$ cat src/rtl/cs_align_pkg.sv
package cs_align_pkg;
  localparam int unsigned FRAMES_PER_BLOCK = 192;
  localparam int unsigned SUBFRAMES_PER_FRAME = 2;

  typedef enum logic {
    SYNC_LR   = 1'b0,
    SYNC_WORD = 1'b1
  } sync_fmt_e;
endpackage

$ cat src/rtl/cs_sub_phase.sv
module cs_sub_phase
  import cs_align_pkg::*;
(
  input  logic      clk,
  input  logic      rst,
  input  logic      sub_tick,
  input  sync_fmt_e fmt,
  output logic      frame_adv,
  output logic      sample_en
);
  // phase_q = 1 while waiting for the tick that ends the second subframe
  logic phase_q;

  always_ff @(posedge clk) begin
    if (rst) phase_q <= 1'b0;
    else if (sub_tick) phase_q <= ~phase_q;
  end

  always_comb begin
    frame_adv = sub_tick & phase_q & ~rst;
    sample_en = sub_tick & ~rst & ((fmt == SYNC_WORD) | phase_q);
  end


  lr_sample_at_frame_end_chk: assert property (@(posedge clk) disable iff (rst)
    (sample_en && fmt == SYNC_LR) |-> frame_adv);


  adv_every_second_tick_chk: assert property (@(posedge clk) disable iff (rst)
    frame_adv |-> sub_tick);
endmodule

$ cat src/rtl/cs_strobe_qual.sv
module cs_strobe_qual (
  input  logic clk,
  input  logic rst,
  input  logic sample_en,
  input  logic strobe,
  input  logic enable,
  output logic realign
);
  // Previous sample; resets high so a sample of 0 is needed before a rise
  logic prev_q;

  always_ff @(posedge clk) begin
    if (rst) prev_q <= 1'b1;
    else if (sample_en) prev_q <= strobe;
  end

  always_comb realign = sample_en & enable & ~prev_q & strobe;


  no_repeat_realign_chk: assert property (@(posedge clk) disable iff (rst)
    realign |=> !realign);
endmodule

$ cat src/rtl/cs_frame_ctr.sv
module cs_frame_ctr #(
  parameter int unsigned FRAMES = 192,
  localparam int unsigned IDX_W = $clog2(FRAMES)
) (
  input  logic             clk,
  input  logic             rst,
  input  logic             adv,
  input  logic             realign,
  output logic [IDX_W-1:0] idx,
  output logic             start
);
  localparam logic [IDX_W-1:0] LAST = IDX_W'(FRAMES - 1);

  logic at_last;
  always_comb at_last = (idx == LAST);

  always_ff @(posedge clk) begin
    if (rst) begin
      idx   <= '0;
      start <= 1'b0;
    end else if (realign) begin
      idx   <= '0;
      start <= 1'b1;
    end else if (adv) begin
      idx   <= at_last ? '0 : idx + IDX_W'(1);
      start <= at_last;
    end else begin
      start <= 1'b0;
    end
  end


  idx_range_chk: assert property (@(posedge clk) disable iff (rst)
    idx <= LAST);


  realign_zero_chk: assert property (@(posedge clk) disable iff (rst)
    realign |=> (idx == '0 && start));


  idx_step_chk: assert property (@(posedge clk) disable iff (rst)
    (adv && !realign && !at_last) |=> (idx == $past(idx) + IDX_W'(1)));


  idx_hold_chk: assert property (@(posedge clk) disable iff (rst)
    (!adv && !realign) |=> ($stable(idx) && !start));
endmodule

$ cat src/rtl/cs_block_align.sv
module cs_block_align
  import cs_align_pkg::*;
#(
  parameter int unsigned FRAMES = FRAMES_PER_BLOCK,
  localparam int unsigned IDX_W = $clog2(FRAMES)
) (
  input  logic             clk,
  input  logic             rst,
  input  logic             xpar_en,
  input  logic             sync_fmt,
  input  logic             sub_tick,
  input  logic             blk_strobe,
  output logic [IDX_W-1:0] frame_idx,
  output logic             blk_start
);
  sync_fmt_e fmt;
  logic      frame_adv;
  logic      sample_en;
  logic      realign;

  always_comb fmt = sync_fmt_e'(sync_fmt);

  cs_sub_phase u_phase (
    .clk       (clk),
    .rst       (rst),
    .sub_tick  (sub_tick),
    .fmt       (fmt),
    .frame_adv (frame_adv),
    .sample_en (sample_en)
  );

  cs_strobe_qual u_qual (
    .clk       (clk),
    .rst       (rst),
    .sample_en (sample_en),
    .strobe    (blk_strobe),
    .enable    (xpar_en),
    .realign   (realign)
  );

  cs_frame_ctr #(.FRAMES(FRAMES)) u_ctr (
    .clk     (clk),
    .rst     (rst),
    .adv     (frame_adv),
    .realign (realign),
    .idx     (frame_idx),
    .start   (blk_start)
  );


  realign_needs_mode_chk: assert property (@(posedge clk) disable iff (rst)
    realign |-> (xpar_en && sample_en));
endmodule

$ cat config.mk
export PLATFORM = sky130hd
export DESIGN_NAME = cs_block_align
export DESIGN_NICKNAME = d
export VERILOG_FILES = /design/src/rtl/cs_align_pkg.sv /design/src/rtl/cs_sub_phase.sv /design/src/rtl/cs_strobe_qual.sv /design/src/rtl/cs_frame_ctr.sv /design/src/rtl/cs_block_align.sv
export SDC_FILE = /design/constraint.sdc
export NUM_CORES = 1
export LEC_CHECK = 0
export CORE_MARGIN = 5
export CORE_UTILIZATION = 40
export CTS_CLUSTER_DIAMETER = 50
export DETAILED_ROUTE_END_ITERATION = 12
export PLACE_DENSITY = 0.77
export SYNTH_ARGS = -nofsm -noshare
export SYNTH_HDL_FRONTEND = slang
export SYNTH_SLANG_ARGS = --single-unit
$ cat constraint.sdc
create_clock -name clk -period 1.3 [get_ports clk]
set_input_delay 0.195 -clock clk [delete_from_list [all_inputs] [get_ports clk]]
set_output_delay 0.195 -clock clk [all_outputs]
set_load 0.05 [all_outputs]
==> results of run 1 <==
[per-stage QoR]
step                      power (µW)  setup WS, ns  util (%)
after global placement         436.0       -0.3667     73.46
after CTS                      678.0      -0.03526     78.65
after detailed placement       439.8       -0.4027     73.46
final                          675.8      -0.06275     80.00
after global routing           704.9       -0.1243     80.00
after floorplan                388.9       -0.1068         -
[flip-flops by register name (all words and copies together), names as in the netlist]
signal / cells
u_ctr.start: 1
u_ctr.idx: 8
u_qual.prev_q: 1
u_phase.phase_q: 1
[cell usage in the layout (no fill, tap or decap), drive strengths merged, types with 2 or more instances in the layout]
cell           Yosys  final
a211oi             5      5
buf                1     27
clkbuf             0      4
clkdlybuf4s50      0      3
dfxtp             11     11
dlygate4sd2        0      2
nand2              2      2
nand3              3      3
nand3b             1      2
nor2               3      3
nor3               2      2
o21ai              3      3
o21bai             2      2
o31ai              3      3
or3                2      2
or4                3      3
xor2               2      2
[worst min-delay path, delay by kind of cell]
kind	cells	cell delay, ns
AND/OR/NAND/NOR	1	0.04
buffers and inverters	2	0.39
[layout make-up]
type | count | area [µm²] | share of cell area [%]
repair buffers | 32 | 366.6 | 35.22
multi-input cells | 41 | 379.1 | 36.42
flip-flops and latches | 11 | 246.5 | 23.68
clock buffers | 4 | 26.28 | 2.524
inverters | 1 | 3.754 | 0.3606
well taps | 15 | 18.77 | 1.803
[how the worst max path moves through the flow]
stage	from	end	slack, ns	cells after the start
floorplan	u_ctr.idx[1]	u_ctr.idx[6]	-0.11	4
global route	u_phase.phase_q	u_ctr.idx[5]	-0.12	3
CTS	u_ctr.idx[0]	u_ctr.idx[5]	-0.04	6
detailed placement	sub_tick	u_ctr.idx[7]	-0.40	4
finish	u_phase.phase_q	u_ctr.idx[5]	-0.06	3
global placement	sub_tick	u_ctr.idx[5]	-0.37	4
[power by group through the flow]
stage	clock, µW	sequential, µW	combinational (µW)
global placement	0	352	83.8
finish	236	348	91.2
global route	259	349	97.0
detailed placement	0	353	87.0
floorplan	0	359	30.0
CTS	240	348	90.6
[cell families after synthesis]
kind of cell	synth area share, %
mux	1.831
xor+xnor	4.806
compound gates	18.99
simple gates	29.06
flops	40.27
buf+inv	2.745
fa+ha+maj	2.288
[timing repair]
| action | 4_1_cts | 5_1_grt |
|---|---|---|
| buffers inserted | 1 | 0 |
| hold buffers | 0 | 0 |
| resized for setup | 7 | 4 |
| setup endpoints to repair | 8 | 8 |
| gates cloned | 1 | 0 |
| pin swaps | 5 | 2 |
[routing by layer]
| metal | vias up | GRT usage [%] |
|---|---|---|
| li1 | 280 | - |
| met1 | 269 | 18.60 |
| met2 | 22 | 30.62 |
| met3 | 6 | 5.747 |
| met4 | 0 | 7.735 |
| met5 | - | 0 |
==> flow_summary.yaml, run 1 <==
detailed_routing:
  drtIter0Drc: 5
  top_layer: "met4"
  drt_pass1_iterations: 4
  postRouteAntennaNets: 0
  routed_wl_um: 1634
  dr_total_vias: 577
  wl_met2_um: 829
  drcViolationCount: 0
  viasPerCell: 5.548
  wire_per_inst_um: 15.71
  drt-met1-wl_um: 646
  met3_length_um: 110
die:
  fp.dieArea_um2: 2206
  rows: 13
  dieWidth_um: 46.97
  die_h_um: 46.97
  coreArea_um2: 1301
  start_util_pct: 42.02
  io_pins: 15
worst_setup_path:
  critical_path.max_stage_delay_ns: 0.53
  r2r_slack_ns: -0.06
  start_kind: "register"
  reg2reg_to: "u_ctr.idx[5]"
  path_buf_inv: 0
  crit_slowest_cell: "or4_4"
  crit_family: "simple AND/OR/NAND/NOR gates"
  cp.arrival_ns: 1.55
  cp.required_ns: 1.49
  rr_worst_depth: 3
  r2r_start: "u_phase.phase_q"
  path_cells: "nand3b_4, or4_4, a211oi_2"
  path_max_fanout: 5
  path_class: "register to register"
  setup.worst_path.end_class: "register"
synthesis:
  synthesis.nets: 60
  synth_ff_type: "dfxtp_1"
  seq_area_frac_synth_pct: 40.27
  yosysMostFrequentCell: "dfxtp_1"
  synthTopCellsByCount: "11 x dfxtp_1, 4 x a211oi_1"
  synth-edff-count: 0
  ys_warn_count: 0
  netlist_area_um2: 546.8
  netlist.area_leader.share_pct: 40.27
  async_reset_ff_share_pct: 0
  ys_ff_latch: 11
  synth_top_area_cell: "dfxtp_1"
  netlist_instances: 53
  syn_avg_cell_area_um2: 10.32
  synth_cell_types: 26
  synth.area.top_cells: "dfxtp_1 40%, a211oi_1 5.5%, o31ai_1 4.1%"
power:
  pwr-share-comb_pct: 13.5
  leakage_uw: 0.0004361
  switchingPower_uw: 169.7
  cellPowerDensity_nw_per_um2: 649.2
  sw_frac_of_total_pct: 25.12
  p_seq_share_pct: 51.5
  intPower_uw: 506.1
  peakVddDrop_v: 0.0004682
  pwr-share-clk_pct: 35.0
global_route:
  grt_max_degree: 9
  grt_use_total_pct: 17.33
  antenna_found_initial: 0
  grt_first_pass_wirelength_um: 2628
  first_global_vias: 611
  grt-ovfl-total: 0
hold_path:
  hold_depth: 3
  min-delay-start: "rst"
  min_to: "u_phase.phase_q"
  hold_class: "input port to register"
placement:
  dpl-instance-area_um2: 955.9
  dp_cells: 98
  dpl.hpwl_um: 1050
  io_buffers: 14
  place.gp.congestion: 0.7187
sta:
  worst_slack_ns: -0.06275
  hold_slack_ns: 0.3926
  max_freq_ghz: 0.7338
  final-setup-viol-count: 7
  rsz0062_at_grt: "yes"
  maxSlewViolCount: 0
  period_share_pct: 104.8
  max_slew_margin_pct: 82.91
  hold_violations: 0
  setup_tns_ns: -0.2435
  finalClockSkew_ns: 0.004758
  period_needed_ns: 1.363
  tightest_slew_ns: 0.2537
layout:
  num_antenna_cells: 0
  fin_cells: 104
  num-fill-cells: 78
  final_net_count: 97
  drive_gt1_share_pct: 59.55
  design_area_um2: 1041
  area_delta_synth_final_pct: 90.39
clock_network:
  clock-sinks: 11
  worstSkewPairLatency_ns: 0.27
  numCtsBuffers: 3
  cts.clk_slew.worst_paths_ns: 0.07
  clock_path_buffers: 2
  cts-root-buf: "clkbuf_4"
  htree_levels: 1
  cts_tree: "yes"
run:
  drv_cap: 0
run_status:
  violations: "setup timing"
  status: "finished with violations"
Power figures use the tool's default switching activity.
==> inputs of run 2 (changes only) <==
- PLACE_DENSITY: 0.77 -> 0.67
==> run 2 against run 1 <==
Compared with the run above: the run still ends with setup timing left; largest power group unchanged; flip-flop and latch count stayed put; combinational power is 14% higher; first-iteration DRC count is 120% higher; clock power hardly changed; sequential power hardly changed; critical path type unchanged; global-route usage is 1.9 points lower; worst setup slack worse by 0.058 ns; register-to-register slack worse by 0.06 ns; total power is 2.2% higher.
==> flow_summary.yaml, run 2 (same netlist as run 1, synthesis figures left out) <==
run_status:
  status: "finished with violations"
  violations: "setup timing"
clock_network:
  cts.clk_slew.worst_paths_ns: 0.08
  htree_levels: 1
  numCtsBuffers: 3
  worstSkewPairLatency_ns: 0.27
  clock_path_buffers: 2
  clock-sinks: 11
  cts-root-buf: "clkbuf_4"
  cts_tree: "yes"
worst_setup_path:
  start_kind: "register"
  path_class: "register to register"
  r2r_start: "u_phase.phase_q"
  r2r_slack_ns: -0.12
  setup.worst_path.end_class: "register"
  path_max_fanout: 5
  cp.arrival_ns: 1.60
  cp.required_ns: 1.48
  reg2reg_to: "u_ctr.idx[5]"
  rr_worst_depth: 3
detailed_routing:
  drt_pass1_iterations: 4
  viasPerCell: 5.528
  dr_total_vias: 586
  routed_wl_um: 1570
  wire_per_inst_um: 14.81
  postRouteAntennaNets: 0
  drtIter0Drc: 11
  drcViolationCount: 0
global_route:
  grt-ovfl-total: 0
  grt_use_total_pct: 15.40
  antenna_found_initial: 0
  grt_max_degree: 9
  grt_first_pass_wirelength_um: 2387
  first_global_vias: 565
layout:
  regMostFlops: "u_ctr.idx"
  final_net_count: 99
  drive_gt1_share_pct: 62.64
  area_delta_synth_final_pct: 94.51
  largest_reg_flops: 8
  num_antenna_cells: 0
  finish.utilization_pct: 81.73
  final_cell_mix: "19 x buf_4, 9 x buf_12, 6 x dfxtp_4, 5 x a211oi_2"
  final_common_cell: "buf_4"
placement:
  io_buffers: 14
  dpl.hpwl_um: 1095
  place.gp.congestion: 0.6989
  place_ws_ns: -0.5015
sta:
  maxSlewViolCount: 0
  max_slew_margin_pct: 77.82
  finalClockSkew_ns: 0.006196
  final-setup-viol-count: 8
  period_share_pct: 109.3
  worst_slack_ns: -0.1208
  period_needed_ns: 1.421
  hold_violations: 0
  tightest_slew_ns: 0.3298
  rsz0062_at_grt: "yes"
  max_freq_ghz: 0.7038
run:
  drv_cap: 0
die:
  start_util_pct: 42.02
  die_h_um: 46.97
  io_pins: 15
  dieWidth_um: 46.97
  coreArea_um2: 1301
  rows: 13
  fp.dieArea_um2: 2206
power:
  peakVddDrop_v: 0.0005888
  cellPowerDensity_nw_per_um2: 649.3
  leakage_uw: 0.0004458
hold_path:
  min-delay-start: "rst"
  hold_class: "input port to register"
  hold_depth: 3
  min_to: "u_phase.phase_q"
run 2: cell count changes in the layout (fill, tap and decap cells not counted), sizes merged:
cell / before / now
clkinv: 0 / 1
clkbuf: 4 / 3
buf: 27 / 29
run 2: per-stage QoR:
stage               hold slack [ns]  instance area, µm²  TNS [ns]  power (µW)  cells
global placement             0.4477               963.4    -3.724       443.9     99
global route                 0.3999                1064   -0.6795       720.2    106
finish                       0.3794                1064   -0.3670       690.6    106
floorplan                    0.2600               590.6   -0.3769       388.9     53
CTS                          0.3813                1049   -0.2665       694.1    106
detailed placement           0.4506               963.4    -4.149       447.1     99
run 2: worst max-delay path by stage:
stage / end / cells after the start / from / slack, ns
6_report: u_ctr.idx[5] / 3 / u_phase.phase_q / -0.12
5_1_grt: u_ctr.idx[5] / 3 / u_phase.phase_q / -0.17
4_1_cts: u_ctr.idx[7] / 6 / u_ctr.idx[0] / -0.04
3_5_place_dp: u_ctr.idx[7] / 4 / sub_tick / -0.50
3_3_place_gp: u_ctr.idx[5] / 4 / sub_tick / -0.44
2_1_floorplan: u_ctr.idx[6] / 4 / u_ctr.idx[1] / -0.11
run 2: timing repair:
item,CTS,global route
gates resized for setup,10,3
buffers inserted,2,0
hold buffers,0,0
cloned,1,0
setup endpoints to repair,8,8
pin swaps,4,0
run 2: area by class of cell:
cell class,count,area (µm²)
Clock buffer,3,22.52
Timing Repair Buffer,34,381.6
Tap cell,15,18.77
Inverter,1,3.754
Fill cell,78,237.7
Multi-Input combinational cell,41,385.4
Sequential cell,11,246.5
Clock inverter,1,5.005
run 2: worst max-delay path, stage by stage, from the launching register on:
cell	delay, ns
dfxtp_4	0.40
nand3b_4	0.11
or4_1	0.55
a211oi_2	0.26
run 2: report_power, final:
group / switching [µW] / leakage [µW] / internal (µW)
Sequential: 12.1 / 0.0000953 / 336
Combinational: 43.9 / 0.000333 / 60.4
Clock: 124 / 0.0000177 / 114
Total: 180 / 0.000446 / 510
run 2: layer usage:
metal / global-route usage [%] / part of all wire (%) / wire length [µm]
met1: 18.16 / 44 / 686
met2: 26.29 / 50 / 780
met3: 3.831 / 5.7 / 89
met5: 0 / 0 / 0
met4: 6.630 / 0.83 / 13
